==> src/rtl/qlr_pkg.sv <==
`timescale 1ns/1ps
package qlr_pkg;
   localparam int QLR_TABLE_BYTES = 82;
   localparam int QLR_OUT_BYTES   = 4;

   typedef enum logic {
      QLR_QUERY  = 1'b0,
      QLR_IDREAD = 1'b1
   } qlr_mode_e;

   // Default query ROM image: entry k = (7k + 17) mod 256.
   function automatic logic [8*QLR_TABLE_BYTES-1:0] qlr_default_table();
      logic [8*QLR_TABLE_BYTES-1:0] t;
      t = '0;
      for (int k = 0; k < QLR_TABLE_BYTES; k++) begin
         t[8*k +: 8] = 8'((k * 7 + 17) % 256);
      end
      return t;
   endfunction
endpackage

==> src/rtl/qlr_query_rom.sv <==
`timescale 1ns/1ps
module qlr_query_rom #(
   parameter int ENTRIES = 82,
   parameter int IDX_W   = 16,
   parameter logic [8*ENTRIES-1:0] CONTENT = '0
) (
   input  logic [IDX_W-1:0] idx,
   output logic [7:0]       data
);
   localparam int SEL_W = $clog2(ENTRIES);

   generate
      if (IDX_W <= SEL_W) begin : g_bad_idx
         $error("qlr_query_rom: IDX_W must exceed the ROM select width");
      end
   endgenerate

   logic [7:0] rom [ENTRIES];

   generate
      for (genvar e = 0; e < ENTRIES; e++) begin : g_rom
         assign rom[e] = CONTENT[8*e +: 8];
      end
   endgenerate

   logic in_range;
   assign in_range = (idx < IDX_W'(ENTRIES));
   assign data     = in_range ? rom[idx[SEL_W-1:0]] : 8'h00;
endmodule

==> src/rtl/qlr_lookup.sv <==
`timescale 1ns/1ps
module qlr_lookup #(
   parameter int ADDR_W    = 16,
   parameter int OUT_BYTES = 4,
   parameter int TBL_BYTES = 82,
   parameter logic [8*TBL_BYTES-1:0] TBL = '0
) (
   input  logic [ADDR_W-1:0]      addr,
   input  logic                   id_mode,
   input  logic [1:0]             bank_lg,
   input  logic [1:0]             dev_lg,
   input  logic [1:0]             maxdev_lg,
   input  logic [15:0]            id_mfr,
   input  logic [15:0]            id_part,
   output logic [8*OUT_BYTES-1:0] resp
);
   import qlr_pkg::*;

   logic             cfg_bad;
   logic [2:0]       shamt;
   logic [ADDR_W-1:0] idx;
   logic [7:0]       tbyte;
   logic [15:0]      code;
   logic             byte_mode;
   logic             byte_mode_ok;
   logic [3:0]       bank_bytes;
   logic [3:0]       slot_mask;
   qlr_mode_e        mode;

   assign mode      = qlr_mode_e'(id_mode);
   assign cfg_bad   = (maxdev_lg < dev_lg);
   assign shamt     = 3'(bank_lg) + 3'(maxdev_lg) - 3'(dev_lg);
   assign idx       = addr >> shamt;
   assign byte_mode = (maxdev_lg != dev_lg);
   assign byte_mode_ok = (dev_lg == 2'd0) && (bank_lg != 2'd3);
   assign bank_bytes = 4'd1 << bank_lg;
   assign slot_mask  = (4'd1 << dev_lg) - 4'd1;

   qlr_query_rom #(
      .ENTRIES (TBL_BYTES),
      .IDX_W   (ADDR_W),
      .CONTENT (TBL)
   ) i_rom (
      .idx  (idx),
      .data (tbyte)
   );

   always_comb begin
      case (idx[7:0])
         8'd0:    code = id_mfr;
         8'd1:    code = id_part;
         default: code = 16'h0000;
      endcase
   end

   generate
      for (genvar b = 0; b < OUT_BYTES; b++) begin : g_byte
         localparam logic [3:0] BPOS = 4'(b);
         logic [3:0] slot;
         logic [7:0] qv;
         logic [7:0] iv;
         assign slot = BPOS & slot_mask;
         assign qv = byte_mode ? (byte_mode_ok ? tbyte : 8'h00)
                               : ((slot == 4'd0) ? tbyte : 8'h00);
         assign iv = (slot == 4'd0) ? code[7:0] :
                     (slot == 4'd1) ? code[15:8] : 8'h00;
         assign resp[8*b +: 8] = (!cfg_bad && (BPOS < bank_bytes)) ?
                                 ((mode == QLR_IDREAD) ? iv : qv) : 8'h00;
      end
   endgenerate
endmodule

==> src/rtl/qlr_lane_join.sv <==
`timescale 1ns/1ps
module qlr_lane_join #(
   parameter int OUT_BYTES = 4,
   parameter bit WIDE_JOIN = 1'b1
) (
   input  logic [OUT_BYTES-1:0][8*OUT_BYTES-1:0] lanes,
   input  logic [1:0]                            bank_lg,
   input  logic [3:0]                            acc_bytes,
   output logic [8*OUT_BYTES-1:0]                data
);
   generate
      if (WIDE_JOIN) begin : g_join
         always_comb begin
            data = '0;
            for (int j = 0; j < OUT_BYTES; j++) begin
               int k;
               int o;
               k = j >> bank_lg;
               o = j & ((1 << bank_lg) - 1);
               if (j < int'(acc_bytes)) begin
                  data[8*j +: 8] = lanes[k][8*o +: 8];
               end
            end
         end
      end else begin : g_single
         always_comb begin
            data = '0;
            for (int j = 0; j < OUT_BYTES; j++) begin
               if (j < int'(acc_bytes)) begin
                  data[8*j +: 8] = lanes[0][8*j +: 8];
               end
            end
         end
      end
   endgenerate
endmodule

==> src/rtl/qlr_resp_replicator.sv <==
`timescale 1ns/1ps
module qlr_resp_replicator #(
   parameter int ADDR_W    = 16,
   parameter int OUT_BYTES = qlr_pkg::QLR_OUT_BYTES,
   parameter int TBL_BYTES = qlr_pkg::QLR_TABLE_BYTES,
   parameter logic [8*TBL_BYTES-1:0] TBL = qlr_pkg::qlr_default_table(),
   parameter bit WIDE_JOIN = 1'b1
) (
   input  logic                   clk,
   input  logic                   rst_n,
   input  logic                   rd_req,
   input  logic                   rd_id_mode,
   input  logic [ADDR_W-1:0]      rd_addr,
   input  logic [1:0]             acc_lg,
   input  logic [1:0]             bank_lg,
   input  logic [1:0]             dev_lg,
   input  logic [1:0]             maxdev_lg,
   input  logic                   dev_unset,
   input  logic [15:0]            id_w0,
   input  logic [15:0]            id_w1,
   input  logic [15:0]            id_w2,
   input  logic [15:0]            id_w3,
   output logic [8*OUT_BYTES-1:0] rd_data,
   output logic                   rd_valid
);
   localparam int OUT_W = 8 * OUT_BYTES;

   generate
      if (OUT_BYTES < 4 || OUT_BYTES > 8) begin : g_bad_out
         $error("qlr_resp_replicator: OUT_BYTES must be 4 to 8");
      end
      if (ADDR_W < 9) begin : g_bad_addr
         $error("qlr_resp_replicator: ADDR_W must be at least 9");
      end
   endgenerate

   // ---------------- device-width path ----------------
   logic [3:0] acc_raw;
   logic [3:0] acc_bytes;
   logic [2:0] lane_step_sh;
   logic [OUT_BYTES-1:0][OUT_W-1:0] lane_resp;
   logic [OUT_W-1:0] joined;

   assign acc_raw      = 4'd1 << acc_lg;
   assign acc_bytes    = (acc_raw > 4'(OUT_BYTES)) ? 4'(OUT_BYTES) : acc_raw;
   assign lane_step_sh = {bank_lg, 1'b0};

   generate
      for (genvar k = 0; k < OUT_BYTES; k++) begin : g_lane
         logic [ADDR_W-1:0] lane_addr;
         assign lane_addr = rd_addr + (ADDR_W'(k) << lane_step_sh);
         qlr_lookup #(
            .ADDR_W    (ADDR_W),
            .OUT_BYTES (OUT_BYTES),
            .TBL_BYTES (TBL_BYTES),
            .TBL       (TBL)
         ) i_lookup (
            .addr      (lane_addr),
            .id_mode   (rd_id_mode),
            .bank_lg   (bank_lg),
            .dev_lg    (dev_lg),
            .maxdev_lg (maxdev_lg),
            .id_mfr    (id_w0),
            .id_part   (id_w1),
            .resp      (lane_resp[k])
         );
      end
   endgenerate

   qlr_lane_join #(
      .OUT_BYTES (OUT_BYTES),
      .WIDE_JOIN (WIDE_JOIN)
   ) i_join (
      .lanes     (lane_resp),
      .bank_lg   (bank_lg),
      .acc_bytes (acc_bytes),
      .data      (joined)
   );

   // ---------------- legacy path ----------------
   logic [1:0]        lg_sh;
   logic [7:0]        lg_low;
   logic [ADDR_W-1:0] lg_idx;
   logic [7:0]        lg_tbyte;
   logic [OUT_W-1:0]  lg_query;
   logic [OUT_W-1:0]  lg_ident;

   assign lg_sh  = (bank_lg == 2'd3) ? 2'd0 : bank_lg;
   assign lg_low = rd_addr[7:0] >> lg_sh;
   assign lg_idx = {{(ADDR_W-8){1'b0}}, lg_low};

   qlr_query_rom #(
      .ENTRIES (TBL_BYTES),
      .IDX_W   (ADDR_W),
      .CONTENT (TBL)
   ) i_legacy_rom (
      .idx  (lg_idx),
      .data (lg_tbyte)
   );

   assign lg_query = {{(OUT_W-8){1'b0}}, lg_tbyte};

   always_comb begin
      case (lg_low)
         8'd0:    lg_ident = (OUT_W'(id_w0) << 8) | OUT_W'(id_w1);
         8'd1:    lg_ident = (OUT_W'(id_w2) << 8) | OUT_W'(id_w3);
         default: lg_ident = '0;
      endcase
   end

   // ---------------- output register ----------------
   logic [OUT_W-1:0] next_data;
   assign next_data = dev_unset ? (rd_id_mode ? lg_ident : lg_query) : joined;

   always_ff @(posedge clk or negedge rst_n) begin
      if (!rst_n) begin
         rd_data  <= '0;
         rd_valid <= 1'b0;
      end else begin
         rd_valid <= rd_req;
         if (rd_req) begin
            rd_data <= next_data;
         end
      end
   end

   // ---------------- assertions ----------------
   p_valid_follows_r1: assert property (@(posedge clk) disable iff (!rst_n)
      rd_req |=> rd_valid);

   p_idle_hold_r1: assert property (@(posedge clk) disable iff (!rst_n)
      !rd_req |=> (!rd_valid && $stable(rd_data)));

   p_bad_cfg_zero_r2: assert property (@(posedge clk) disable iff (!rst_n)
      (rd_req && !dev_unset && (maxdev_lg < dev_lg)) |=> (rd_data == '0));

   p_x8_unsupported_r5: assert property (@(posedge clk) disable iff (!rst_n)
      (rd_req && !dev_unset && !rd_id_mode && (maxdev_lg > dev_lg) && (dev_lg != 2'd0))
      |=> (rd_data == '0));

   p_acc_mask_r8: assert property (@(posedge clk) disable iff (!rst_n)
      (rd_req && !dev_unset && (acc_lg == 2'd0)) |=> (rd_data[OUT_W-1:8] == '0));

   p_legacy_narrow_r9: assert property (@(posedge clk) disable iff (!rst_n)
      (rd_req && dev_unset && !rd_id_mode) |=> (rd_data[OUT_W-1:8] == '0));
endmodule

==> config.mk <==
export PLATFORM = sky130hd
export DESIGN_NAME = qlr_resp_replicator
export DESIGN_NICKNAME = d
export VERILOG_FILES = /design/src/rtl/qlr_pkg.sv /design/src/rtl/qlr_query_rom.sv /design/src/rtl/qlr_lookup.sv /design/src/rtl/qlr_lane_join.sv /design/src/rtl/qlr_resp_replicator.sv
export SDC_FILE = /design/constraint.sdc
export NUM_CORES = 1
export LEC_CHECK = 0
export ABC_AREA = 1
export BUFFER_PORTS_ARGS = -buffer_cell sky130_fd_sc_hd__buf_2
export CAP_MARGIN = 20
export CORE_MARGIN = 4
export CORE_UTILIZATION = 35
export CTS_BUF_LIST = sky130_fd_sc_hd__clkbuf_4
export CTS_CLUSTER_SIZE = 10
export DETAILED_ROUTE_END_ITERATION = 16
export RECOVER_POWER = 25
export SLEW_MARGIN = 20
export SYNTH_ARGS = -nofsm -noshare
export SYNTH_HDL_FRONTEND = slang
export SYNTH_SLANG_ARGS = --single-unit
==> constraint.sdc <==
create_clock -name clk -period 0.82 [get_ports clk]
set_input_delay 0.041 -clock clk [delete_from_list [all_inputs] [get_ports clk]]
set_output_delay 0.041 -clock clk [all_outputs]
set_load 0.005 [all_outputs]
-- Yosys cells after proc, flatten, opt, wreduce, memory -nomap -nowiden
Memory sizes are Yosys's and may differ from the RTL's.
Index checks and enable logic that the tools add are counted.
- add/sub/neg operators: 8
- order comparisons: 24
- equality and inequality tests: 9
- shifts and indexed selects: 20
- multiplexer cells: 124
- bitwise gates (word level): 7
- reduce and logical (&&, ||, !) cells: 15
- operator list (operator ; count):
    $mux W8 ; 105
    $bmux W32 S2 ; 4
    $mux W32 ; 8
    $lt A32 B4 Y1 const B ; 4
    $pmux W16 S2 ; 4
    $add A16 B16 Y16 ; 4
    $lt A16 B7 Y1 const B ; 4
    $pmux W32 S2 ; 1
    $shiftx A32 B6 Y8 ; 2
    $shr A1 B2 Y32 const A ; 2
    $shr A16 B3 Y16 ; 4
    $shr A2 B2 Y32 const A ; 2
    $or A24 B16 Y24 ; 2
    $eq A8 B1 Y1 const B ; 5
    $ge A8 B8 Y1 const B ; 5
    $logic_not A8 Y1 ; 5
    $not A7 Y8 ; 5
    $shiftx A32 B5 Y8 ; 1
    $shl A1 B3 Y16 const A ; 2
    $shl A2 B3 Y16 const A ; 2
    $lt A1 B4 Y1 const A ; 4
    $lt A2 B4 Y1 const A ; 4
    $logic_not A4 Y1 ; 3
    $lt A8 B7 Y1 const B ; 1
    other kinds (18) ; 24
- register bits after elaboration: 33
- bits in read-only memories: 5120
- bits of input ports: 93
- output and inout bits: 33
- logic and storage cells: 214
- memories: 5
- memory list (name ; depth ; bits a word ; read ports ; clocked after memory_dff ; wr ports ; line ; RTL):
    (name not given) ; 128 ; 8 ; 1 ; 0 ; 0 ; qlr_query_rom.sv:28 ; assign data = in_range ? rom[idx[SEL_W-1:0]] : 8'h00;
    (name not given) ; 128 ; 8 ; 1 ; 0 ; 0 ; qlr_query_rom.sv:28 ;
    (name not given) ; 128 ; 8 ; 1 ; 0 ; 0 ; qlr_query_rom.sv:28 ;
    (name not given) ; 128 ; 8 ; 1 ; 0 ; 0 ; qlr_query_rom.sv:28 ;
    (name not given) ; 128 ; 8 ; 1 ; 0 ; 0 ; qlr_query_rom.sv:28 ;

-- Depth between registers and ports, before layout
- word-level depth: 18
- gate-level depth with buffers: 38
- depth with buffers taken out: 37

-- By module
Synthesis repeated with hierarchy kept, for this count alone.
- cell total of the unflattened synthesis: 2706
- area, all modules: 13549.2 um2
- by module, submodules not included (module ; times used ; cells each ; area an instance (um2) ; seq. area each (um2)):
    qlr_resp_replicator ; 1 ; 569 ; 3410.8 ; 825.8
    qlr_query_rom ; 5 ; 121 ; 579.3 ; 0.0
    qlr_lookup at g_lane[2].i_lookup ; 1 ; 344 ; 1666.6 ; 0.0
    qlr_lookup at g_lane[0].i_lookup ; 1 ; 345 ; 1649.1 ; 0.0
    qlr_lookup at g_lane[3].i_lookup ; 1 ; 346 ; 1612.8 ; 0.0
    qlr_lookup at g_lane[1].i_lookup ; 1 ; 346 ; 1610.3 ; 0.0
    qlr_lane_join ; 1 ; 151 ; 703.2 ; 0.0

-- Least setup slack after synthesis
No wires, ideal clock.
- kind: input port to flip-flop
- start: in bank_lg[1]
- end: reg rd_data[29]
- setup time: 117 ps
- arrival: 4084 ps
- required time: 703 ps
- path slack: -3381 ps
- stages on the path: 28
- path buffers: 3
- cells stage by stage: buf_6 inv_8 buf_12 fa_1 inv_1 fa_1 inv_1 buf_2 mux2i_1 o21ai_0 inv_1 ha_1 inv_1 o21ai_0 inv_1 o21ai_0 nand2_1 nor2_1 o311ai_0 nand2_1 nand2_1 inv_1 nand2_1 nand3_1 nand2_1 nand2_1 nand2_1 nand2_1
- cells in the longest elaborated chain, start to end: 18
- elaborated cells on any way between the ends: 154
- classes of those cells: add/sub: 7; order compare: 8; eq/ne: 5; shift: 12; mux: 105; bitwise: 4; reduce/logical: 9; memory: 4
- ends and longest elaborated chain (element ; line ; RTL):
    from (decl) ; qlr_resp_replicator.sv:15 ; input logic [1:0] bank_lg,
    $shl A2 B3 Y16 (tied with other cells) ; qlr_resp_replicator.sv:51 ; assign lane_addr = rd_addr + (ADDR_W'(k) << lane_step_sh);
    $add A16 B16 Y16 or $sub A3 B2 Y3 (tied branches) ; qlr_resp_replicator.sv:51, qlr_lookup.sv:32 ;
    $shr A16 B3 Y16 ; qlr_lookup.sv:33 ; assign idx = addr >> shamt;
    $not A7 Y8 (implied by the code) ; qlr_query_rom.sv:28 ;
    $mem_v2 Z128 W8 ; -- ;
    $mux W8 (implied by the code) (2 in series) ; qlr_query_rom.sv:28 ;
    $mux W8 ; qlr_query_rom.sv:28 ;
    $mux W8 (on tied branches) ; qlr_lookup.sv:63, qlr_lookup.sv:64 ;
    $mux W8 ; qlr_lookup.sv:63 ; assign qv = byte_mode ? (byte_mode_ok ? tbyte : 8'h00)
    $mux W8 ; qlr_lookup.sv:68 ; ((mode == QLR_IDREAD) ? iv : qv) : 8'h00;
    $mux W8 ; qlr_lookup.sv:67 ; assign resp[8*b +: 8] = (!cfg_bad && (BPOS < bank_bytes)) ?
    $bmux W32 S2 ; qlr_lane_join.sv:21 ; data[8*j +: 8] = lanes[k][8*o +: 8];
    $mux W32 (implied by the code) (2 in series) ; qlr_lane_join.sv:21 ;
    $shiftx A32 B6 Y8 * ; qlr_lane_join.sv:21 ;
    $mux W8 * ; qlr_lane_join.sv:20 ; if (j < int'(acc_bytes)) begin
    $mux W32 * ; qlr_resp_replicator.sv:113 ; assign next_data = dev_unset ? (rd_id_mode ? lg_ident : lg_query) : joined;
    to (signal assigned) ; qlr_resp_replicator.sv:122 ; rd_data <= next_data;
    to (decl) ; qlr_resp_replicator.sv:23 ; output logic [8*OUT_BYTES-1:0] rd_data,
Mark *: on every way between the ends. The rest lies on a longest branch, timed or not. The select of a mux whose other input is x is not followed.
A chain may end at the register's enable or synchronous reset.

-- Final worst setup path
- start: in maxdev_lg[1]
- end: reg rd_data[11]
- cells in the longest elaborated chain, start to end: 18
- elaborated cells on any way between the ends: 139
- classes of those cells: add/sub: 2; order compare: 5; eq/ne: 5; shift: 5; mux: 105; bitwise: 4; reduce/logical: 9; memory: 4
- ends and longest elaborated chain (element ; line ; RTL):
    from (decl) ; qlr_resp_replicator.sv:17 ; input logic [1:0] maxdev_lg,
    $add A2 B2 Y3 ; qlr_lookup.sv:32 ; assign shamt = 3'(bank_lg) + 3'(maxdev_lg) - 3'(dev_lg);
    $sub A3 B2 Y3 ; qlr_lookup.sv:32 ;
    $shr A16 B3 Y16 ; qlr_lookup.sv:33 ;
    $not A7 Y8 (implied by the code) ; qlr_query_rom.sv:28 ;
    $mem_v2 Z128 W8 ; -- ;
    $mux W8 (implied by the code) (2 in series) ; qlr_query_rom.sv:28 ;
    $mux W8 ; qlr_query_rom.sv:28 ;
    $mux W8 (on tied branches) ; qlr_lookup.sv:63, qlr_lookup.sv:64 ;
    $mux W8 ; qlr_lookup.sv:63 ;
    $mux W8 ; qlr_lookup.sv:68 ;
    $mux W8 ; qlr_lookup.sv:67 ;
    $bmux W32 S2 * ; qlr_lane_join.sv:21 ;
    $mux W32 (implied by the code) * (2 in series) ; qlr_lane_join.sv:21 ;
    $shiftx A32 B5 Y8 * ; qlr_lane_join.sv:21 ;
    $mux W8 * ; qlr_lane_join.sv:20 ;
    $mux W32 * ; qlr_resp_replicator.sv:113 ;
Marks and branches as above.

==> results.md <==
- Status: finished, violations left
- Failing checks: negative setup slack
- Synthesized net count: roughly 2100
- GP Congestion: between 1 and 1.5
- Post-Place Cell Area: between 10000 and 15000 sq um
- Drt wl/cell: roughly 18 microns
- Fin. max-slew vios: 0
- Sequential cell area fraction in the yosys report: approximately 8.0%
- Final Critical Period: roughly 3.5 ns
- Clk_lat worst skew: 0.35 ns
- WP data arrival: 3.74 ns
- Worst hold path class: in2reg
- Vias per inst: 5.426
- TritonCTS Buffers: 5
- Top FF cell, synth: dfrtp_1
- Post-synth ARST share: 100.0%
- Top Ports: approximately 130
- Gr usage total: 30.57%
- EDFF count, synth: 0
- Hold slack: about 0.11 ns
- Final nets: roughly 2700
- Hold Fails Final Rpt: 0
- Setup violators final: 65
- Startpoint types: input pin
- Mapped cell area: about 10000 sq um
- Clock slew at reported path FFs: ~0.11 ns
- Clk sinks: 33
- Syn Inst Count: 1920
- Synth Area per Inst: between 5 and 6 sq um
- Setup ws final: -2.635 ns
- CORE AREA: approximately 29000 sq um
- Ant diodes: 0
- Crit-path max FO: 9
- RSZ-0062 raised after global routing: true
- Crit path required time: 1.10 ns
- Slew margin rel.: approximately half
- Final Cell Area: 16680 sq um
- Slew @ Worst Pin: 0.7614 ns
- Max-cap violations: 0
- Clock buffer depth: 2
- Layout Skew: 0 ns
- Die Height: 179.2 microns
- TritonCTS clock tree: done
- Setup CP Type: in2reg
- VDD IR max: 0.9328 mV
- Synthesis-to-layout area growth: 62.64%
- First-pass GRT wire length: 78290 microns
- Fraction of layout cells with a size suffix above 1: between 40% and 50%
- CP Capture Type: flop
- Final Util: approximately 58%
- Total number of vias: 15756
- Final period util: 421.3%
- Post-Route WL: approximately 51000 microns
- DP HPWL: 42270 microns
- Initial antenna violation count: 0
- Initial DRC count: approximately 1700
- Pwr dens: ~1800 nW/um^2
- Die W: between 150 and 200 microns
- FF+latch count, synth: 33
- Leak pwr: around 8.6 nW
- Synth unique cells: 68
- Drt drc: 0
- Synth Warn #: 0
- Initial Util: a little over a third
- DR pass1 iterations: 6
- Port buffer count: between 100 and 150
- Vias in the first global route: about 15000
- FMAX: 289.4 MHz
- Largest net degree at the start of global routing: 39
- Die area: about 32000 sq um
- FP Rows: 62
- Max H-tree Level: 2
- Clock Root Buffer: clkbuf_4
- Post-route ant nets: 0
- GRT overflow: 0
==> what timing repair did <==
action	CTS	global route
pin swaps	70	99
hold buffers	1	0
endpoints found under the hold margin	33	0
setup buffers	26	24
resized for setup	145	170
gates cloned	2	1
setup endpoints to repair	65	65
==> logic make-up (layout without fill, tap and decap cells) <==
family	after synthesis	in the layout	synth area share, %
AOI/OAI and AO/OA	358	358	21.75
xor gates and xnor gates	12	12	1.171
adders and majority gates	39	39	4.903
buffers and inverters	288	888	11.86
DFF	33	33	8.050
muxes	3	3	0.2927
and+or+nand+nor	1187	1187	51.98
==> registers in the layout (all words and copies together), names as in the netlist <==
signal,flops
rd_valid,1
rd_data,32
==> metal layers <==
layer / vias to the layer above / global-route usage (%) / wire length (microns) / part of all wire [%]
met3: 104 / 4.070 / 4079 / 7.9
met2: 723 / 49.69 / 23250 / 45
met5: - / 0 / 0 / 0
li1: 7629 / - / - / -
met4: 0 / 8.600 / 1832 / 3.6
met1: 7300 / 42.37 / 22200 / 43
==> synthesized netlist by cell type, drive strengths merged (2+ instances only) <==
| master | count | area share, % |
|---|---|---|
| nand2 | 641 | 25 |
| nand3 | 332 | 17 |
| inv | 194 | 7.2 |
| nor2 | 162 | 6.9 |
| o21ai | 144 | 7.4 |
| a21oi | 91 | 4.7 |
| buf | 60 | 3.4 |
| ha | 37 | 4.5 |
| o211ai | 34 | 2.5 |
| dfrtp | 33 | 8.0 |
| clkbuf | 28 | 1.0 |
| nand4 | 21 | 1.3 |
| o22ai | 20 | 1.3 |
| o221ai | 16 | 1.7 |
| or2 | 12 | 0.73 |
| nor3 | 10 | 0.49 |
| xor2 | 10 | 0.93 |
| a31oi | 9 | 0.55 |
| o21a | 7 | 0.51 |
| clkinv | 6 | 0.23 |
| o311ai | 6 | 0.51 |
| a211oi | 4 | 0.34 |
| a221oi | 4 | 0.34 |
| nand3b | 4 | 0.29 |
| o2111ai | 4 | 0.34 |
| o21bai | 4 | 0.33 |
| o31ai | 4 | 0.29 |
| a22oi | 3 | 0.22 |
| mux2i | 3 | 0.29 |
| a21boi | 2 | 0.15 |
| a311oi | 2 | 0.23 |
| and2 | 2 | 0.12 |
| fa | 2 | 0.39 |
| o22a | 2 | 0.17 |
| xnor2 | 2 | 0.24 |
==> layout by cell type, fill, tap and decap left out, types with 5 or more instances in the layout <==
cell,instances
nand3_1,289
a21oi_1,71
nand3_4,6
or2_2,7
xor2_1,8
dfrtp_1,33
nor2_2,17
clkbuf_4,6
buf_12,15
o221ai_1,5
ha_2,5
inv_2,30
nand2_4,16
nor3_2,5
a31oi_1,7
buf_2,122
buf_6,30
nand2_2,81
o21ai_4,8
o21a_1,7
nor2_1,131
o21ai_1,34
nand4_1,21
buf_4,505
nor2_4,10
nor3_1,5
clkinv_1,5
ha_1,20
o21ai_2,20
a21oi_2,18
nand2_1,544
o21ai_0,82
o211ai_1,34
ha_4,12
o22ai_1,14
nand3_2,37
inv_1,159
o221ai_2,9
==> critical path, cell delays in order <==
cell and delay (ns):
buf_8 0.09, inv_4 0.03, fa_1 0.54, inv_2 0.04
fa_2 0.58, inv_4 0.06, or2_2 0.29, o21ai_0 0.11
or2_2 0.16, o21ai_2 0.06, a211oi_2 0.26, nand3_1 0.14
buf_6 0.18, buf_4 0.15, o22ai_1 0.12, buf_4 0.15
buf_4 0.11, o2111ai_4 0.17, o22ai_2 0.24, nand2_1 0.08
a21oi_1 0.13
==> report_power, final <==
group | switching, W | internal (W)
Clock | 0.000591 | 0.000668
Combinational | 0.0149 | 0.0119
Sequential | 0.0000694 | 0.00176
Total | 0.0156 | 0.0143
==> layout make-up <==
cell class / count / area (sq um)
clock buffers: 6 / 45.04
inverters: 200 / 778.2
flip-flops and latches: 33 / 825.8
well taps: 384 / 480.5
clock inverters: 2 / 33.78
fillers: 2922 / 12100
multi-input cells: 1599 / 9321
repair buffers: 680 / 5200
==> worst paths after layout <==
check | cells past startpoint | endpoint | slack, ns | startpoint
max | 21 | rd_data[11]$_DFFE_PN0P_ | -2.63 | maxdev_lg[1]
min | 5 | rd_data[20]$_DFFE_PN0P_ | 0.11 | id_w2[12]
max reg2reg | 4 | rd_data[7]$_DFFE_PN0P_ | -0.05 | rd_data[7]$_DFFE_PN0P_
min reg2reg | 2 | rd_data[28]$_DFFE_PN0P_ | 0.49 | rd_data[28]$_DFFE_PN0P_
max in group asynchronous | 3 | rd_data[27]$_DFFE_PN0P_ | 0.46 | rst_n
min in group asynchronous | 3 | rd_data[11]$_DFFE_PN0P_ | 0.17 | rst_n
==> metrics by stage <==
step / instances / power [W] / worst slack (ns) / setup TNS [ns]
floorplan: 1920 / 0.01454 / -2.908 / -89.45
global placement: 2843 / 0.02399 / -3.270 / -96.11
detailed placement: 2843 / 0.02412 / -3.379 / -99.77
CTS: 2880 / 0.02740 / -2.646 / -84.53
global route: 2904 / 0.03239 / -2.821 / -90.01
finish: 2904 / 0.02989 / -2.635 / -83.65
Power figures use the tool's default switching activity.
